**config.mk**
```make
export PLATFORM = sky130hd
export DESIGN_NAME = med3_serial
export DESIGN_NICKNAME = d
export VERILOG_FILES = /design/src/rtl/med3_pkg.sv /design/src/rtl/med3_ctrl.sv /design/src/rtl/med3_datapath.sv /design/src/rtl/med3_serial.sv
export SDC_FILE = /design/constraint.sdc
export NUM_CORES = 1
export LEC_CHECK = 0
export ABC_AREA = 1
export BUFFER_PORTS_ARGS = -buffer_cell sky130_fd_sc_hd__buf_2
export CORE_UTILIZATION = 25
export CTS_BUF_LIST = sky130_fd_sc_hd__clkbuf_8 sky130_fd_sc_hd__clkbuf_16
export DETAILED_ROUTE_END_ITERATION = 7
export PLACE_DENSITY = 0.42
export SKIP_CTS_REPAIR_TIMING = 1
export SYNTH_ARGS = -nofsm -noshare
export SYNTH_HDL_FRONTEND = slang
export SYNTH_SLANG_ARGS = --single-unit
```
**constraint.sdc**
```tcl
create_clock -name clk -period 4.8 [get_ports clk]
set_clock_uncertainty 0.2 [all_clocks]
set_input_delay 0.48 -clock clk [delete_from_list [all_inputs] [get_ports clk]]
set_output_delay 0.48 -clock clk [all_outputs]
set_load 0.01 [all_outputs]
```
**src/rtl/med3_pkg.sv**
```systemverilog
package med3_pkg;

  typedef enum logic [1:0] {
    ST_IDLE   = 2'd0,
    ST_LOAD2  = 2'd1,
    ST_LOAD3  = 2'd2,
    ST_FINISH = 2'd3
  } med3_state_e;

endpackage

```
**src/rtl/med3_ctrl.sv**
```systemverilog
module med3_ctrl
  import med3_pkg::*;
(
  input  logic clk,
  input  logic rst_n,
  input  logic start,
  output logic load1,
  output logic load2,
  output logic load3,
  output logic clr,
  output logic done
);

  med3_state_e state_q, state_d;

  // next-state process
  always_comb begin
    state_d = state_q;
    unique case (state_q)
      ST_IDLE:   if (start) state_d = ST_LOAD2;
      ST_LOAD2:  state_d = ST_LOAD3;
      ST_LOAD3:  state_d = ST_FINISH;
      ST_FINISH: state_d = ST_IDLE;
      default:   state_d = ST_IDLE;
    endcase
  end

  // state register
  always_ff @(posedge clk or negedge rst_n) begin
    if (!rst_n) state_q <= ST_IDLE;
    else        state_q <= state_d;
  end

  assign load1 = (state_q == ST_IDLE) && start;
  assign load2 = (state_q == ST_LOAD2);
  assign load3 = (state_q == ST_LOAD3);
  assign done  = (state_q == ST_FINISH);
  assign clr   = done;

  // done never lasts longer than one cycle
  p_done_pulse_r3: assert property (@(posedge clk) disable iff (!rst_n)
    done |=> !done);

  // a new set is entered only from idle with start high
  p_busy_ignore_r6: assert property (@(posedge clk) disable iff (!rst_n)
    (state_q != ST_IDLE) && start |=> (state_q != ST_LOAD2));

endmodule

```
**src/rtl/med3_datapath.sv**
```systemverilog
module med3_datapath #(
  parameter int W = 8
) (
  input  logic         clk,
  input  logic         rst_n,
  input  logic [W-1:0] din,
  input  logic         load1,
  input  logic         load2,
  input  logic         load3,
  input  logic         clr,
  output logic [W-1:0] second
);

  localparam logic [W-1:0] ZERO = '0;

  logic [W-1:0] top_q, top_d;
  logic [W-1:0] sec_q, sec_d;
  logic         gt_top, gt_sec, reg_en;

  assign gt_top = (din > top_q);
  assign gt_sec = (din > sec_q);
  assign reg_en = clr | load1 | load2 | load3;

  // next-value process
  always_comb begin
    top_d = top_q;
    sec_d = sec_q;
    if (clr) begin
      top_d = ZERO;
      sec_d = ZERO;
    end else if (load1) begin
      top_d = din;
    end else if (load2) begin
      if (gt_top) begin
        sec_d = top_q;
        top_d = din;
      end else begin
        sec_d = din;
      end
    end else if (load3) begin
      if (gt_top) begin
        sec_d = top_q;
        top_d = din;
      end else if (gt_sec) begin
        sec_d = din;
      end
    end
  end

  // registers with explicit enable
  always_ff @(posedge clk or negedge rst_n) begin
    if (!rst_n) begin
      top_q <= ZERO;
      sec_q <= ZERO;
    end else if (reg_en) begin
      top_q <= top_d;
      sec_q <= sec_d;
    end
  end

  assign second = sec_q;

  // the top register never falls below the runner-up
  p_order_r4: assert property (@(posedge clk) disable iff (!rst_n)
    top_q >= sec_q);

  // the done cycle leaves both registers at zero
  p_clear_r5: assert property (@(posedge clk) disable iff (!rst_n)
    clr |=> (top_q == ZERO) && (sec_q == ZERO));

endmodule

```
**src/rtl/med3_serial.sv**
```systemverilog
module med3_serial #(
  parameter int W = 8
) (
  input  logic         clk,
  input  logic         rst_n,
  input  logic         start,
  input  logic [W-1:0] din,
  output logic [W-1:0] median,
  output logic         done
);

  logic load1, load2, load3, clr;

  med3_ctrl u_ctrl (
    .clk   (clk),
    .rst_n (rst_n),
    .start (start),
    .load1 (load1),
    .load2 (load2),
    .load3 (load3),
    .clr   (clr),
    .done  (done)
  );

  med3_datapath #(.W(W)) u_dp (
    .clk    (clk),
    .rst_n  (rst_n),
    .din    (din),
    .load1  (load1),
    .load2  (load2),
    .load3  (load3),
    .clr    (clr),
    .second (median)
  );

  // done arrives exactly three cycles after an accepted start
  p_done_latency_r2: assert property (@(posedge clk) disable iff (!rst_n)
    done |-> $past(start, 3));

endmodule

```
==> impl_metrics.prom <==
# TYPE chip_impl_metric gauge
chip_impl_metric{name="worst-r2r-setup-slack",unit="ns"} 2.70
chip_impl_metric{name="clock_latency",unit="ns"} 0.26
chip_impl_metric{name="drt_wl_total",unit="µm"} 3290
chip_impl_info{name="cts_tree",value="built"} 1
chip_impl_metric{name="syn-instance-count",unit=""} 185
chip_impl_metric{name="floorplan.die_area",unit="mm²"} 0.006165
chip_impl_metric{name="post_drt_via_cell_ratio",unit=""} 4.226
chip_impl_metric{name="grt_start_max_net_pins",unit=""} 19
chip_impl_metric{name="maxCapViolations",unit=""} 0
chip_impl_info{name="synth_top_cells_by_area",value="dfrtp_1, ha_1, nand3_1"} 1
chip_impl_info{name="rsz_0062_raised_after_global_routing",value="false"} 1
chip_impl_metric{name="synthMuxAreaShare",unit=""} 0
chip_impl_info{name="critical-path-top-delay-family",value="compound AO/OA/AOI/OAI gates"} 1
chip_impl_metric{name="synth_area_per_cell",unit="µm²"} 7.913
chip_impl_metric{name="clock_tree.buffer_depth",unit=""} 2
chip_impl_metric{name="netsw",unit="µW"} 571.0
chip_impl_metric{name="sequentialPowerShare",unit=""} 0.244
chip_impl_metric{name="groute.usage.overall",unit=""} 0.1194
chip_impl_metric{name="core",unit="mm²"} 0.005574
chip_impl_metric{name="sw_frac_of_total",unit=""} 0.5011
chip_impl_metric{name="chipHeight",unit="µm"} 78.52
chip_impl_info{name="synth_top_area_cell",value="dfrtp_1"} 1
chip_impl_metric{name="synth_compound_gate_area_share",unit=""} 0.09744
chip_impl_metric{name="number_of_placed_instances_with_taps_included",unit=""} 274
chip_impl_metric{name="placed_cell_area",unit="mm²"} 0.001625
chip_impl_metric{name="io-pin-count",unit=""} 20
chip_impl_metric{name="worst_slack",unit="ns"} 2.699
chip_impl_metric{name="worstPathArrival",unit="ns"} 2.05
chip_impl_metric{name="critical_path_required",unit="ns"} 4.75
chip_impl_metric{name="p_comb_frac",unit=""} 0.643
chip_impl_metric{name="dp.final_hpwl",unit="µm"} 2666
chip_impl_metric{name="synth_nets",unit=""} 217
chip_impl_metric{name="antenna_cells",unit=""} 0
chip_impl_metric{name="fmax",unit="MHz"} 475.9
chip_impl_metric{name="clock_power_share",unit=""} 0.113
chip_impl_metric{name="synthesis.area",unit="mm²"} 0.001464
chip_impl_metric{name="drtAntennaViolNets",unit=""} 0
chip_impl_metric{name="routed-via-count",unit=""} 1179
chip_impl_metric{name="dr.first_iter.drc_count",unit=""} 43
chip_impl_metric{name="yosysWarningCount",unit=""} 0
chip_impl_metric{name="final.period_utilization",unit=""} 0.4378
chip_impl_metric{name="ctsHtreeMaxLevel",unit=""} 1
chip_impl_metric{name="drv_slew",unit=""} 0
chip_impl_metric{name="maxSlewHeadroom",unit=""} 0.5837
chip_impl_metric{name="post-synth-top-area-fraction",unit=""} 0.3077
chip_impl_metric{name="pwr_density_cell",unit="mW/mm²"} 674.1
chip_impl_metric{name="via_count_of_the_first_global_routing_pass",unit=""} 1113
chip_impl_metric{name="critical_path_buf_inv_count",unit=""} 1
chip_impl_metric{name="sink_count",unit=""} 18
chip_impl_info{name="timing.critical_path.slowest_stage_cell",value="clkinv_1"} 1
chip_impl_metric{name="synthSimpleGateAreaFrac",unit=""} 0.3120
chip_impl_info{name="setup.worst_path.start_class",value="register"} 1
chip_impl_metric{name="drt_pass1_iterations",unit=""} 4
chip_impl_metric{name="place.gp.congestion",unit=""} 0.7532
chip_impl_metric{name="cts-buffers-inserted",unit=""} 3
chip_impl_metric{name="synth_seq_cells",unit=""} 18
chip_impl_metric{name="grt_first_pass_wirelength",unit="µm"} 5651
chip_impl_metric{name="p_leak",unit="nW"} 0.9232
chip_impl_metric{name="synth-xor-area-share",unit=""} 0
chip_impl_metric{name="fin_area",unit="mm²"} 0.001690
chip_impl_metric{name="worst_case_vdd_ir_drop",unit="mV"} 0.1586
chip_impl_metric{name="power.internal",unit="µW"} 568.4
chip_impl_metric{name="synth_seq_area_share",unit=""} 0.3077
chip_impl_info{name="worst_setup_path_end_kind",value="register"} 1
chip_impl_metric{name="synth.lib_cells_used.distinct",unit=""} 22
chip_impl_metric{name="grt_antenna_before_repair",unit=""} 0
chip_impl_metric{name="detail_route.wl_per_cell",unit="µm"} 11.79
chip_impl_metric{name="start_util",unit=""} 0.2626
chip_impl_metric{name="final_hold_viol_count",unit=""} 0
chip_impl_metric{name="final.min_clock_period",unit="ns"} 2.101
chip_impl_info{name="min-delay-path-class",value="in2reg"} 1
chip_impl_metric{name="global_route.overflow_total",unit=""} 0
chip_impl_metric{name="max_stage_delay",unit="ns"} 0.42
chip_impl_metric{name="setup_total_negative_slack",unit="ns"} 0
chip_impl_metric{name="setup_viol_count_final",unit=""} 0
chip_impl_metric{name="port_buffers",unit=""} 19
chip_impl_metric{name="cp_max_fo",unit=""} 17
chip_impl_metric{name="placement_rows",unit=""} 27
chip_impl_metric{name="layout-drive-gt1-share",unit=""} 0.2126
chip_impl_metric{name="synth_fa_ha_area_frac",unit=""} 0.1795
chip_impl_metric{name="instances_no_fill",unit=""} 279
chip_impl_info{name="synth_top_family_by_area",value="simple AND/OR/NAND/NOR gates"} 1
chip_impl_info{name="criticalPathCategory",value="reg2reg"} 1
chip_impl_info{name="cts.root.buffer_cell",value="clkbuf_8"} 1
chip_impl_metric{name="layout-area-overhead-vs-synth",unit="%"} 15.47
chip_impl_metric{name="remaining_drc_errors",unit=""} 0
chip_impl_metric{name="worst-slew-pin-transition",unit="ns"} 0.6221
chip_impl_metric{name="clk_pin_slew_worst_paths",unit="ns"} 0.08
chip_impl_info{name="run_status",value="finished clean"} 1
chip_impl_metric{name="fp.dieW",unit="µm"} 78.52
chip_impl_info{name="critical_path_cell_list",value="ha_1, clkinv_1, a21oi_1, nand2_4, nand2_1, o21ai_2"} 1
chip_impl_metric{name="num-nets-final",unit=""} 240
chip_impl_metric{name="pre_cts_ws",unit="ns"} 2.474
## through the flow
step           hold WS, ns  total power [mW]    util
2_1_floorplan     -0.01559            0.8834       -
3_3_place_gp        0.2628             1.030  0.2916
3_5_place_dp        0.2667             1.030  0.2916
4_1_cts           -0.01972             1.164  0.3015
5_1_grt             0.3208             1.274  0.3033
6_report            0.2807             1.139  0.3033
## final cells by class
cell class / count / area (µm²)
inverter: 34 / 127.6
timing repair buffer: 20 / 105.1
sequential: 18 / 450.4
clock buffer: 4 / 55.05
fill: 612 / 3884
multi-input combinational: 131 / 862.1
tap: 72 / 90.09
## cell usage after synthesis (all sizes together)
cell and count:
clkinv 1, nor2 6, o21ai 11, nand2 49
dfrtp 18, buf 1, a21oi 6, inv 33
ha 21, nand4 2, o211ai 1, nand3 33
a21o 1, o21a 1, clkbuf 1
## worst min-delay path: cells and delay by family
kind	cells	cell delay [ns]
buffers and inverters	1	0.10
and+or+nand+nor	2	0.12
## power groups by stage
stage	Sequential [mW]	Combinational [mW]	Clock, mW
global placement	0.281	0.750	0
detailed placement	0.282	0.749	0
global route	0.289	0.844	0.141
floorplan	0.289	0.595	0
CTS	0.278	0.750	0.136
finish	0.278	0.732	0.129
## path summary, 6_finish.rpt
kind	from	endpoint	depth (start not counted)
max in group asynchronous	rst_n	u_dp.top_q[2]$_DFFE_PN0P_	2
setup reg to reg	u_ctrl.state_q[0]$_DFFE_PN0P_	u_dp.second[5]$_DFFE_PN0P_	6
min in group asynchronous	rst_n	u_dp.top_q[4]$_DFFE_PN0P_	2
hold reg to reg	u_dp.second[3]$_DFFE_PN0P_	u_dp.second[3]$_DFFE_PN0P_	2
setup / recovery	u_ctrl.state_q[0]$_DFFE_PN0P_	u_dp.second[5]$_DFFE_PN0P_	6
hold / removal	din[0]	u_dp.top_q[0]$_DFFE_PN0P_	3
## layout by cell type, fill, tap and decap left out
cell | netlist | routed
nor2_2 | 1 | 1
nand4_1 | 1 | 1
nor2_1 | 4 | 4
nand4_4 | 1 | 1
inv_1 | 33 | 33
dfrtp_1 | 18 | 18
nor2_4 | 1 | 1
buf_2 | 0 | 19
dlygate4sd3_1 | 0 | 1
clkinv_1 | 1 | 1
a21oi_1 | 6 | 6
clkbuf_8 | 0 | 4
nand2_4 | 3 | 3
nand2_2 | 5 | 5
o21a_1 | 1 | 1
o211ai_2 | 1 | 1
nand3_4 | 1 | 1
o21ai_0 | 3 | 3
o21ai_2 | 8 | 8
ha_1 | 21 | 21
nand3_1 | 32 | 32
nand2_1 | 41 | 41
a21o_1 | 1 | 1
## logic make-up after synthesis
logic type / Yosys count
AO/OA/AOI/OAI: 20
buffers and inverters: 36
flip-flops: 18
AND/OR/NAND/NOR: 90
adder cells (fa/ha/maj): 21
## registers in the layout, summed over array words and instances (netlist names)
name            flops
u_dp.second         8
u_dp.top_q          8
u_ctrl.state_q      2
## layer usage
layer / up-vias / GRT usage / share of wire
met5: - / 0 / 0
met4: 0 / 0.04444 / 0.014
met3: 4 / 0.01395 / 0.019
met2: 16 / 0.1817 / 0.44
met1: 518 / 0.1705 / 0.53
li1: 641 / - / -
(Power assumes the default switching activity.)
